$ cat src/rtl/modtmr_pkg.sv
package modtmr_pkg;
  localparam int CNT_W  = 16;
  localparam int BYTE_W = CNT_W / 2;

  localparam int A_CTRL   = 0;
  localparam int A_CNT_HI = 1;
  localparam int A_CNT_LO = 2;
  localparam int A_MOD_HI = 3;
  localparam int A_MOD_LO = 4;

  localparam int B_FLAG   = 7;
  localparam int B_IE     = 6;
  localparam int B_CENTER = 5;

  typedef struct packed {
    logic [CNT_W-1:0] cnt;
    logic             down;
    logic             ovf;
  } step_t;

  // a zero modulus selects the full range
  function automatic logic [CNT_W-1:0] term_of(input logic [CNT_W-1:0] modv);
    return (modv == '0) ? '1 : modv;
  endfunction

  function automatic step_t next_step(input logic [CNT_W-1:0] c,
                                      input logic             dn,
                                      input logic [CNT_W-1:0] t,
                                      input logic             ctr);
    step_t s;
    s.cnt  = c;
    s.down = dn;
    s.ovf  = 1'b0;
    if (!ctr) begin
      s.down = 1'b0;
      if (c == t) begin
        s.cnt = '0;
        s.ovf = 1'b1;
      end else begin
        s.cnt = c + 1'b1;
      end
    end else if (!dn) begin
      if (c == t) begin
        s.cnt  = c - 1'b1;
        s.down = 1'b1;
        s.ovf  = 1'b1;
      end else begin
        s.cnt = c + 1'b1;
      end
    end else begin
      if (c == '0) begin
        s.cnt  = c + 1'b1;
        s.down = 1'b0;
      end else begin
        s.cnt = c - 1'b1;
      end
    end
    return s;
  endfunction
endpackage

$ cat src/rtl/modtmr_core.sv
module modtmr_core
  import modtmr_pkg::*;
(
  input  logic             clk,
  input  logic             rst_n,
  input  logic             tick,
  input  logic             clr,
  input  logic             center,
  input  logic [CNT_W-1:0] term,
  output logic [CNT_W-1:0] cnt,
  output logic             down,
  output logic             ovf_evt
);
  step_t nxt;

  always_comb nxt = next_step(cnt, down, term, center);

  assign ovf_evt = tick & ~clr & nxt.ovf;

  always_ff @(posedge clk) begin
    if (!rst_n || clr) begin
      cnt  <= '0;
      down <= 1'b0;
    end else if (tick) begin
      cnt  <= nxt.cnt;
      down <= nxt.down;
    end
  end

  AST_HOLD_NO_TICK: assert property (@(posedge clk) disable iff (!rst_n)
    (!tick && !clr) |=> ($stable(cnt) && $stable(down)));
  AST_EDGE_WRAP: assert property (@(posedge clk) disable iff (!rst_n)
    (tick && !clr && !center && cnt == term) |=> (cnt == '0));
  AST_CENTER_TURN: assert property (@(posedge clk) disable iff (!rst_n)
    (tick && !clr && center && !down && cnt == term) |=> (down && cnt == $past(term) - 1'b1));
  AST_CLEAR_ZERO: assert property (@(posedge clk) disable iff (!rst_n)
    clr |=> (cnt == '0 && !down));
endmodule

$ cat src/rtl/modtmr_flag.sv
module modtmr_flag (
  input  logic clk,
  input  logic rst_n,
  input  logic ovf_evt,
  input  logic rd_ctrl,
  input  logic wr_ctrl,
  input  logic wr_flag_bit,
  input  logic irq_en,
  output logic flag,
  output logic irq
);
  logic armed;

  always_ff @(posedge clk) begin
    if (!rst_n) begin
      armed <= 1'b0;
    end else if (wr_ctrl) begin
      armed <= 1'b0;
    end else if (rd_ctrl && flag) begin
      armed <= 1'b1;
    end
  end

  always_ff @(posedge clk) begin
    if (!rst_n) begin
      flag <= 1'b0;
    end else if (ovf_evt) begin
      flag <= 1'b1;
    end else if (wr_ctrl && armed && !wr_flag_bit) begin
      flag <= 1'b0;
    end
  end

  assign irq = flag & irq_en;

  AST_OVF_SETS: assert property (@(posedge clk) disable iff (!rst_n)
    ovf_evt |=> flag);
  AST_NO_BLIND_CLEAR: assert property (@(posedge clk) disable iff (!rst_n)
    (flag && !armed) |=> flag);
endmodule

$ cat src/rtl/modtmr_rdhold.sv
module modtmr_rdhold
  import modtmr_pkg::*;
(
  input  logic              clk,
  input  logic              rst_n,
  input  logic              rd_hi,
  input  logic              rd_lo,
  input  logic              cnt_wr,
  input  logic [BYTE_W-1:0] live_lo,
  output logic [BYTE_W-1:0] lo_out,
  output logic              held_valid
);
  logic [BYTE_W-1:0] held;

  always_ff @(posedge clk) begin
    if (!rst_n || cnt_wr) begin
      held_valid <= 1'b0;
    end else if (rd_hi) begin
      held_valid <= 1'b1;
    end else if (rd_lo) begin
      held_valid <= 1'b0;
    end
  end

  always_ff @(posedge clk) begin
    if (!rst_n) held <= '0;
    else if (rd_hi && !cnt_wr) held <= live_lo;
  end

  assign lo_out = held_valid ? held : live_lo;

  AST_WRITE_DROPS_HOLD: assert property (@(posedge clk) disable iff (!rst_n)
    cnt_wr |=> !held_valid);
  AST_HI_READ_HOLDS: assert property (@(posedge clk) disable iff (!rst_n)
    (rd_hi && !cnt_wr) |=> (held_valid && lo_out == $past(live_lo)));
endmodule

$ cat src/rtl/modtmr_top.sv
module modtmr_top
  import modtmr_pkg::*;
#(
  parameter int ADDR_W = 3
) (
  input  logic              clk,
  input  logic              rst_n,
  input  logic              cnt_tick,
  input  logic [ADDR_W-1:0] bus_addr,
  input  logic              bus_wr,
  input  logic              bus_rd,
  input  logic [BYTE_W-1:0] bus_wdata,
  output logic [BYTE_W-1:0] bus_rdata,
  output logic              irq
);
  logic             ie_q, center_q;
  logic [CNT_W-1:0] mod_q;
  logic [CNT_W-1:0] cnt;
  logic             down, ovf_evt, flag;
  logic [BYTE_W-1:0] lo_out;
  logic             held_valid;

  logic sel_ctrl, sel_chi, sel_clo, sel_mhi, sel_mlo;
  logic cnt_wr, mode_chg, clr;

  assign sel_ctrl = (bus_addr == ADDR_W'(A_CTRL));
  assign sel_chi  = (bus_addr == ADDR_W'(A_CNT_HI));
  assign sel_clo  = (bus_addr == ADDR_W'(A_CNT_LO));
  assign sel_mhi  = (bus_addr == ADDR_W'(A_MOD_HI));
  assign sel_mlo  = (bus_addr == ADDR_W'(A_MOD_LO));

  assign cnt_wr   = bus_wr & (sel_chi | sel_clo);
  assign mode_chg = bus_wr & sel_ctrl & (bus_wdata[B_CENTER] != center_q);
  assign clr      = cnt_wr | mode_chg;

  always_ff @(posedge clk) begin
    if (!rst_n) begin
      ie_q     <= 1'b0;
      center_q <= 1'b0;
      mod_q    <= '0;
    end else if (bus_wr) begin
      if (sel_ctrl) begin
        ie_q     <= bus_wdata[B_IE];
        center_q <= bus_wdata[B_CENTER];
      end
      if (sel_mhi) mod_q[CNT_W-1:BYTE_W] <= bus_wdata;
      if (sel_mlo) mod_q[BYTE_W-1:0]     <= bus_wdata;
    end
  end

  modtmr_core u_core (
    .clk     (clk),
    .rst_n   (rst_n),
    .tick    (cnt_tick),
    .clr     (clr),
    .center  (center_q),
    .term    (term_of(mod_q)),
    .cnt     (cnt),
    .down    (down),
    .ovf_evt (ovf_evt)
  );

  modtmr_flag u_flag (
    .clk         (clk),
    .rst_n       (rst_n),
    .ovf_evt     (ovf_evt),
    .rd_ctrl     (bus_rd & sel_ctrl),
    .wr_ctrl     (bus_wr & sel_ctrl),
    .wr_flag_bit (bus_wdata[B_FLAG]),
    .irq_en      (ie_q),
    .flag        (flag),
    .irq         (irq)
  );

  modtmr_rdhold u_hold (
    .clk        (clk),
    .rst_n      (rst_n),
    .rd_hi      (bus_rd & sel_chi),
    .rd_lo      (bus_rd & sel_clo),
    .cnt_wr     (cnt_wr),
    .live_lo    (cnt[BYTE_W-1:0]),
    .lo_out     (lo_out),
    .held_valid (held_valid)
  );

  always_comb begin
    bus_rdata = '0;
    if (bus_rd) begin
      if (sel_ctrl) begin
        bus_rdata[B_FLAG]   = flag;
        bus_rdata[B_IE]     = ie_q;
        bus_rdata[B_CENTER] = center_q;
      end
      if (sel_chi) bus_rdata = cnt[CNT_W-1:BYTE_W];
      if (sel_clo) bus_rdata = lo_out;
      if (sel_mhi) bus_rdata = mod_q[CNT_W-1:BYTE_W];
      if (sel_mlo) bus_rdata = mod_q[BYTE_W-1:0];
    end
  end

  AST_MODE_SWITCH_CLEARS: assert property (@(posedge clk) disable iff (!rst_n)
    mode_chg |=> (cnt == '0 && !down && !held_valid == !held_valid));
  AST_IRQ_NEEDS_EVENT: assert property (@(posedge clk) disable iff (!rst_n)
    ($rose(flag)) |-> $past(ovf_evt));
  AST_IDLE_BUS_QUIET: assert property (@(posedge clk) disable iff (!rst_n)
    !bus_rd |-> (bus_rdata == '0));
endmodule

$ cat config.mk
export PLATFORM = sky130hd
export DESIGN_NAME = modtmr_top
export DESIGN_NICKNAME = d
export VERILOG_FILES = /design/src/rtl/modtmr_pkg.sv /design/src/rtl/modtmr_core.sv /design/src/rtl/modtmr_flag.sv /design/src/rtl/modtmr_rdhold.sv /design/src/rtl/modtmr_top.sv
export SDC_FILE = /design/constraint.sdc
export NUM_CORES = 1
export LEC_CHECK = 0
export CORE_MARGIN = 10
export CORE_UTILIZATION = 45
export CTS_BUF_LIST = sky130_fd_sc_hd__clkbuf_4
export DETAILED_ROUTE_END_ITERATION = 7
export PLACE_DENSITY = 0.68
export SETUP_SLACK_MARGIN = 0.05
export SKIP_LAST_GASP = 1
export SLEW_MARGIN = 10
export SYNTH_ARGS = -nofsm -noshare
export SYNTH_HDL_FRONTEND = slang
export SYNTH_SLANG_ARGS = --single-unit
$ cat constraint.sdc
create_clock -name clk -period 6.1 [get_ports clk]
set_input_delay 1.525 -clock clk [delete_from_list [all_inputs] [get_ports clk]]
set_output_delay 1.525 -clock clk [all_outputs]
set_load 0.01 [all_outputs]
==> flow_metrics.env, run 1 <==
export IMPL_outcome="complete, no violations"
export IMPL_reg2reg_slack_ps=2410
export IMPL_antenna_found_initial=0
export IMPL_slew_headroom=0.2150
export IMPL_synth_cell_types=61
export IMPL_drtPass1Iterations=6
export IMPL_ys_async_sr_fraction=0
export IMPL_finalPower_uw=666.0
export IMPL_crit_start="bus_addr[1]"
export IMPL_start_util=0.4643
export IMPL_fillers=755
export IMPL_hold_buffers=0
export IMPL_startpoint_type="input pin"
export IMPL_worstSetupPathType="input pin to output pin"
export IMPL_clk_pin_slew_ps=150
export IMPL_postLayoutCellArea_mm2=0.003709
export IMPL_synth_top_cell_by_area="dfxtp_1"
export IMPL_maxCapViolations=0
export IMPL_cts_tree="done"
export IMPL_holdCritPathClass="flip-flop to flip-flop"
export IMPL_leakage_nw=1.178
export IMPL_synth_edf_count=0
export IMPL_track_usage=0.1694
export IMPL_core_area_mm2=0.007292
export IMPL_num_vias=3307
export IMPL_avgSynthCellArea_um2=7.874
export IMPL_via_per_inst=6.275
export IMPL_synth_area_top_cells="dfxtp_1 27%, nand2_1 7.5%, xnor2_1 5.4%"
export IMPL_numClockSinks=46
export IMPL_fin_crit_sh=0.8520
export IMPL_dieHeight_um=106.7
export IMPL_hold_viol_final=0
export IMPL_synth_main_ff_cell="dfxtp_1"
export IMPL_globalplace_congestion=0.8934
export IMPL_powerDensity_mw_per_mm2=179.6
export IMPL_grt_pass1_vias=3100
export IMPL_routedWlPerCell_um=18.62
export IMPL_grt_ovfl_total=0
export IMPL_multi_input_area_mm2=0.002270
export IMPL_dr_first_iter_drc_count=247
export IMPL_num_antenna_cells=0
export IMPL_irDropWorstVdd_mv=0.08370
export IMPL_die_w_um=106.7
export IMPL_seqCellArea_um2=920.9
export IMPL_ios=25
export IMPL_hpwl_um=7096
export IMPL_rr_startpoint="mod_q[1]$_SDFFE_PN0P_"
export IMPL_drt_total_wl_um=9814
export IMPL_mappedNetlistNets=449
export IMPL_area_growth_synth_to_final_pct=9.534
export IMPL_fmax_mhz=192.4
export IMPL_yosys_warnings=0
export IMPL_numCtsBuffers=5
export IMPL_fin_nets=446
export IMPL_place_area_mm2=0.003617
export IMPL_finalClockSkew_ps=8.120
export IMPL_layout_drive_gt1_share=0.07243
export IMPL_rows=31
export IMPL_ant_nets=0
export IMPL_setup_violations=0
export IMPL_cts_buffer_depth=2
export IMPL_syn_area_mm2=0.003386
export IMPL_cts_setup_buffers=0
export IMPL_grt_max_degree=32
export IMPL_cts_resized=0
export IMPL_worst_ep_arrival_time_ps=3670
export IMPL_crit_required_ps=4580
export IMPL_ys_seq_elements=46
export IMPL_drc=0
export IMPL_finalSetupTns_ps=0
export IMPL_critPathCaptureType="output pin"
export IMPL_hold_start="ie_q$_SDFFE_PN0P_"
export IMPL_numPortBuffers=24
export IMPL_rsz0062_at_grt="no"
export IMPL_slew_viol_final=0
export IMPL_path_max_fanout=10
export IMPL_synth_top_cell_area_share=0.2720
export IMPL_root_buffer="clkbuf_4"
export IMPL_final_min_clock_period_ps=5197
export IMPL_htree_levels=2
export IMPL_worst_pin_slew_ps=1168
export IMPL_grt_pass1_wl_um=15950
export IMPL_synthCells=430
export IMPL_die_area_mm2=0.01139
export IMPL_insertion_delay_ps=370
export IMPL_seq_area_frac_synth=0.2720
registers in the layout, indices dropped and copies added, names as in the netlist:
| name | count |
|---|---|
| mod_q | 16 |
| u_core.cnt | 16 |
| u_flag.flag | 1 |
| u_hold.held | 8 |
| center_q | 1 |
| u_core.down | 1 |
| ie_q | 1 |
| u_flag.armed | 1 |
| u_hold.held_valid | 1 |
critical path: stages:
cell and delay, ps:
clkdlybuf4s50_1 710, nor3b_1 240, buf_4 190, nor2_1 50, a21oi_1 150, a222oi_1 110
nor2b_1 140, clkdlybuf4s50_1 550
power by group:
group          switching, mW  internal [mW]
clock                  0.109         0.0911
sequential            0.0112          0.306
combinational         0.0822         0.0671
total                  0.202          0.464
cell type report:
cell class	count	share of cell area
Multi-Input combinational cell	334	0.6120
Sequential cell	46	0.2483
Timing Repair Buffer	27	0.07085
Tap cell	99	0.03340
Inverter	13	0.01316
Clock buffer	6	0.01215
Clock inverter	2	0.01012
synth_stat cells, types with 6 or more instances:
master and n:
a21boi_0 19, a21oi_1 13, a31oi_1 9, a41oi_1 16, and2_1 8, and3_1 6
clkbuf_1 29, dfxtp_1 46, inv_1 13, mux2i_1 14, nand2_1 68, nand3_1 11
nor2_1 22, nor2b_1 18, nor3_1 13, nor4_2 7, o21ai_0 10, xnor2_1 21
metrics by stage:
step	hold WS, ps	instances	worst slack, ps	util
6_report	523.1	527	902.8	0.5086
5_1_grt	543.5	527	738.7	0.5086
4_1_cts	521.8	527	897.1	0.5074
3_5_place_dp	488.0	519	905.3	0.4961
3_3_place_gp	475.9	519	906.0	0.4961
2_1_floorplan	449.0	430	1528	-
worst paths after layout:
check	depth (start not counted)	endpoint
setup / recovery	8	bus_rdata[3]
hold / removal	2	ie_q$_SDFFE_PN0P_
setup reg to reg	8	u_core.cnt[14]$_SDFFE_PP0P_
hold reg to reg	2	ie_q$_SDFFE_PN0P_
layer usage:
metal  routed length [um]  vias to the layer above  GRT usage
met4                  136                        0    0.04642
met3                  764                       17    0.03653
li1                     -                     1571          -
met2                 4599                      150     0.2770
met1                 4313                     1569     0.2193
met5                    0                        -          0
cell usage in the layout, fill, tap and decap left out, types with 3 or more instances in the layout:
cell type	n
a21boi_0	19
a21oi_1	13
a221oi_1	3
a222oi_1	5
a22oi_1	4
a31oi_1	9
a32o_1	3
a41oi_1	16
and2_1	8
and3_1	6
buf_4	3
clkbuf_4	6
clkdlybuf4s50_1	24
dfxtp_1	46
ha_1	3
inv_1	13
mux2i_1	14
mux4_2	3
nand2_1	68
nand2b_1	5
nand3_1	11
nand4_1	3
nor2_1	22
nor2b_1	18
nor3_1	13
nor3b_1	3
nor4_2	6
o21ai_0	10
o221a_1	3
o22ai_1	5
o32a_1	3
xnor2_1	21
kinds of logic (layout without fill, tap and decap cells):
| group | count (synthesis) | in the layout | synth area share |
|---|---|---|---|
| and+or+nand+nor | 175 | 175 | 0.2738 |
| AOI/OAI and AO/OA | 115 | 115 | 0.2579 |
| buffers and inverters | 50 | 48 | 0.06024 |
| DFF | 46 | 46 | 0.2720 |
| xor gates and xnor gates | 22 | 22 | 0.05691 |
| muxes | 19 | 19 | 0.06799 |
| adders and majority gates | 3 | 3 | 0.01109 |
Note: power is estimated with default switching activity, not from simulation.
==> run 2, diff against run 1 <==
- MAX_ROUTING_LAYER: unset -> met4
==> run 2 against run 1 <==
Via count shrank 0.73%. Critical path depth unchanged. Combinational power barely moved. Routed wire length is 0.38% higher. Sequential power barely moved. Cell area unchanged. First-iteration DRC count is 8.9% lower. Largest power group unchanged.
==> flow_metrics.env, run 2 (same netlist as run 1, synthesis figures left out) <==
export IMPL_grt_pass1_wl_um=15950
export IMPL_worst_ep_arrival_time_ps=3690
export IMPL_hold_buffers=0
export IMPL_fmax_mhz=191.8
export IMPL_pwr_share_clk=0.300
export IMPL_use_met3=0.02754
export IMPL_maxCapViolations=0
export IMPL_finalSetupTns_ps=0
export IMPL_cts_tree="done"
export IMPL_core_area_mm2=0.007292
export IMPL_start_util=0.4643
export IMPL_drt_total_wl_um=9851
export IMPL_powerDensity_mw_per_mm2=179.6
export IMPL_rows=31
export IMPL_track_usage=0.1741
export IMPL_setup_violations=0
export IMPL_drc=0
export IMPL_mostFrequentLayoutCells="68 x nand2_1, 46 x dfxtp_1, 24 x clkdlybuf4s50_1"
export IMPL_grt_pass1_vias=3097
export IMPL_dr_first_iter_drc_count=225
export IMPL_combPwrFrac=0.224
export IMPL_num_antenna_cells=0
export IMPL_area_growth_synth_to_final_pct=9.534
export IMPL_max_stage_delay_ps=710
export IMPL_rsz0062_at_grt="no"
export IMPL_worstSetupPathType="input pin to output pin"
export IMPL_holdCritPathClass="flip-flop to flip-flop"
export IMPL_numCtsBuffers=5
export IMPL_slew_headroom=0.2102
export IMPL_hold_viol_final=0
export IMPL_outcome="complete, no violations"
export IMPL_fin_crit_sh=0.8548
export IMPL_die_area_mm2=0.01139
export IMPL_die_w_um=106.7
export IMPL_crit_chain="clkdlybuf4s50_1 > nor3b_1 > buf_4 > nor2_1 > a21oi_1 > a222oi_1 > nor2b_1 > clkdlybuf4s50_1"
export IMPL_power_internal_uw=463.8
export IMPL_cts_setup_buffers=0
export IMPL_numPortBuffers=24
export IMPL_globalplace_congestion=0.9085
export IMPL_root_buffer="clkbuf_4"
export IMPL_clk_pin_slew_ps=140
export IMPL_grt_use_met2=0.2770
export IMPL_swShare=0.3037
export IMPL_critPathBufInv=3
export IMPL_crit_top_cell="clkdlybuf4s50_1"
export IMPL_leakage_nw=1.178
export IMPL_final_min_clock_period_ps=5215
export IMPL_num_vias=3283
export IMPL_cts_resized=0
export IMPL_path_delay_family="buffers and inverters"
export IMPL_insertion_delay_ps=370
export IMPL_hpwl_um=7096
export IMPL_ant_nets=0
export IMPL_worst_pin_slew_ps=1175
export IMPL_fillers=755
export IMPL_htree_levels=2
export IMPL_grt_ovfl_total=0
export IMPL_slew_viol_final=0
export IMPL_routedWlPerCell_um=18.69
export IMPL_dieHeight_um=106.7
export IMPL_path_max_fanout=10
export IMPL_top_usage_layer="met2"
export IMPL_drtPass1Iterations=6
export IMPL_critPathCaptureType="output pin"
export IMPL_finalClockSkew_ps=5.542
export IMPL_fin_nets=446
export IMPL_ios=25
export IMPL_power_share_sequential=0.475
export IMPL_crit_required_ps=4580
export IMPL_finalPower_uw=666.1
export IMPL_startpoint_type="input pin"
export IMPL_grt_max_degree=32
export IMPL_antenna_found_initial=0
export IMPL_irDropWorstVdd_mv=0.08390
export IMPL_layout_drive_gt1_share=0.07243
export IMPL_critPathSlowestCell="clkdlybuf4s50_1"
export IMPL_switchingPower_uw=202.3
export IMPL_reg_top3="mod_q (16), u_core.cnt (16), u_hold.held (8)"
export IMPL_met1_usage=0.2243
export IMPL_final_common_cell="nand2_1"
export IMPL_numClockSinks=46
export IMPL_via_per_inst=6.230
export IMPL_cts_buffer_depth=2
run 2: cell counts in the layout (fill, tap and decap cells not counted):
Identical to the previous run, type by type.
run 2: final cells by class:
cell class,instances,area [um^2],area share
Clock buffer,6,45.04,0.01215
Clock inverter,2,37.54,0.01012
Inverter,13,48.80,0.01316
Multi-Input combinational cell,334,2270,0.6120
Sequential cell,46,920.9,0.2483
Tap cell,99,123.9,0.03340
Timing Repair Buffer,27,262.8,0.07085
run 2: final timing paths:
path / start / endpoint / slack, ps / cells after the start
setup / recovery: bus_addr[1] / bus_rdata[0] / 890 / 8
setup reg to reg: mod_q[10]$_SDFFE_PN0P_ / u_core.cnt[7]$_SDFFE_PP0P_ / 2390 / 8
hold / removal: ie_q$_SDFFE_PN0P_ / ie_q$_SDFFE_PN0P_ / 520 / 2
hold reg to reg: ie_q$_SDFFE_PN0P_ / ie_q$_SDFFE_PN0P_ / 520 / 2
run 2: layer usage:
layer,share of wire,up-vias
met5,0,-
met4,0.015,0
met3,0.060,19
met2,0.47,132
met1,0.45,1559
li1,-,1573
run 2: power groups by stage:
| stage | Combinational, mW | Clock, mW | Sequential (mW) |
|---|---|---|---|
| 3_5_place_dp | 0.148 | 0 | 0.323 |
| 5_1_grt | 0.165 | 0.212 | 0.318 |
| 6_report | 0.149 | 0.200 | 0.317 |
| 3_3_place_gp | 0.145 | 0 | 0.323 |
| 4_1_cts | 0.148 | 0.202 | 0.316 |
| 2_1_floorplan | 0.119 | 0 | 0.316 |
run 2: stage by stage:
stage	utilization	setup slack (ps)	std cells	hold WS [ps]	instance area [um^2]
global placement	0.4961	906.0	519	475.9	3617
CTS	0.5074	897.1	527	521.8	3700
detailed placement	0.4961	905.3	519	488.0	3617
global route	0.5086	742.1	527	543.5	3709
finish	0.5086	885.4	527	523.0	3709
floorplan	-	1528	430	449.0	3386
run 2: worst register-to-register path: stages (launching register included):
cell      delay [ps]
dfxtp_1          380
nor4_2          1000
a41oi_1          290
xnor2_1          210
nor4_2           450
nand4_4          290
a21boi_2         490
o221ai_1         210
o221a_1          300
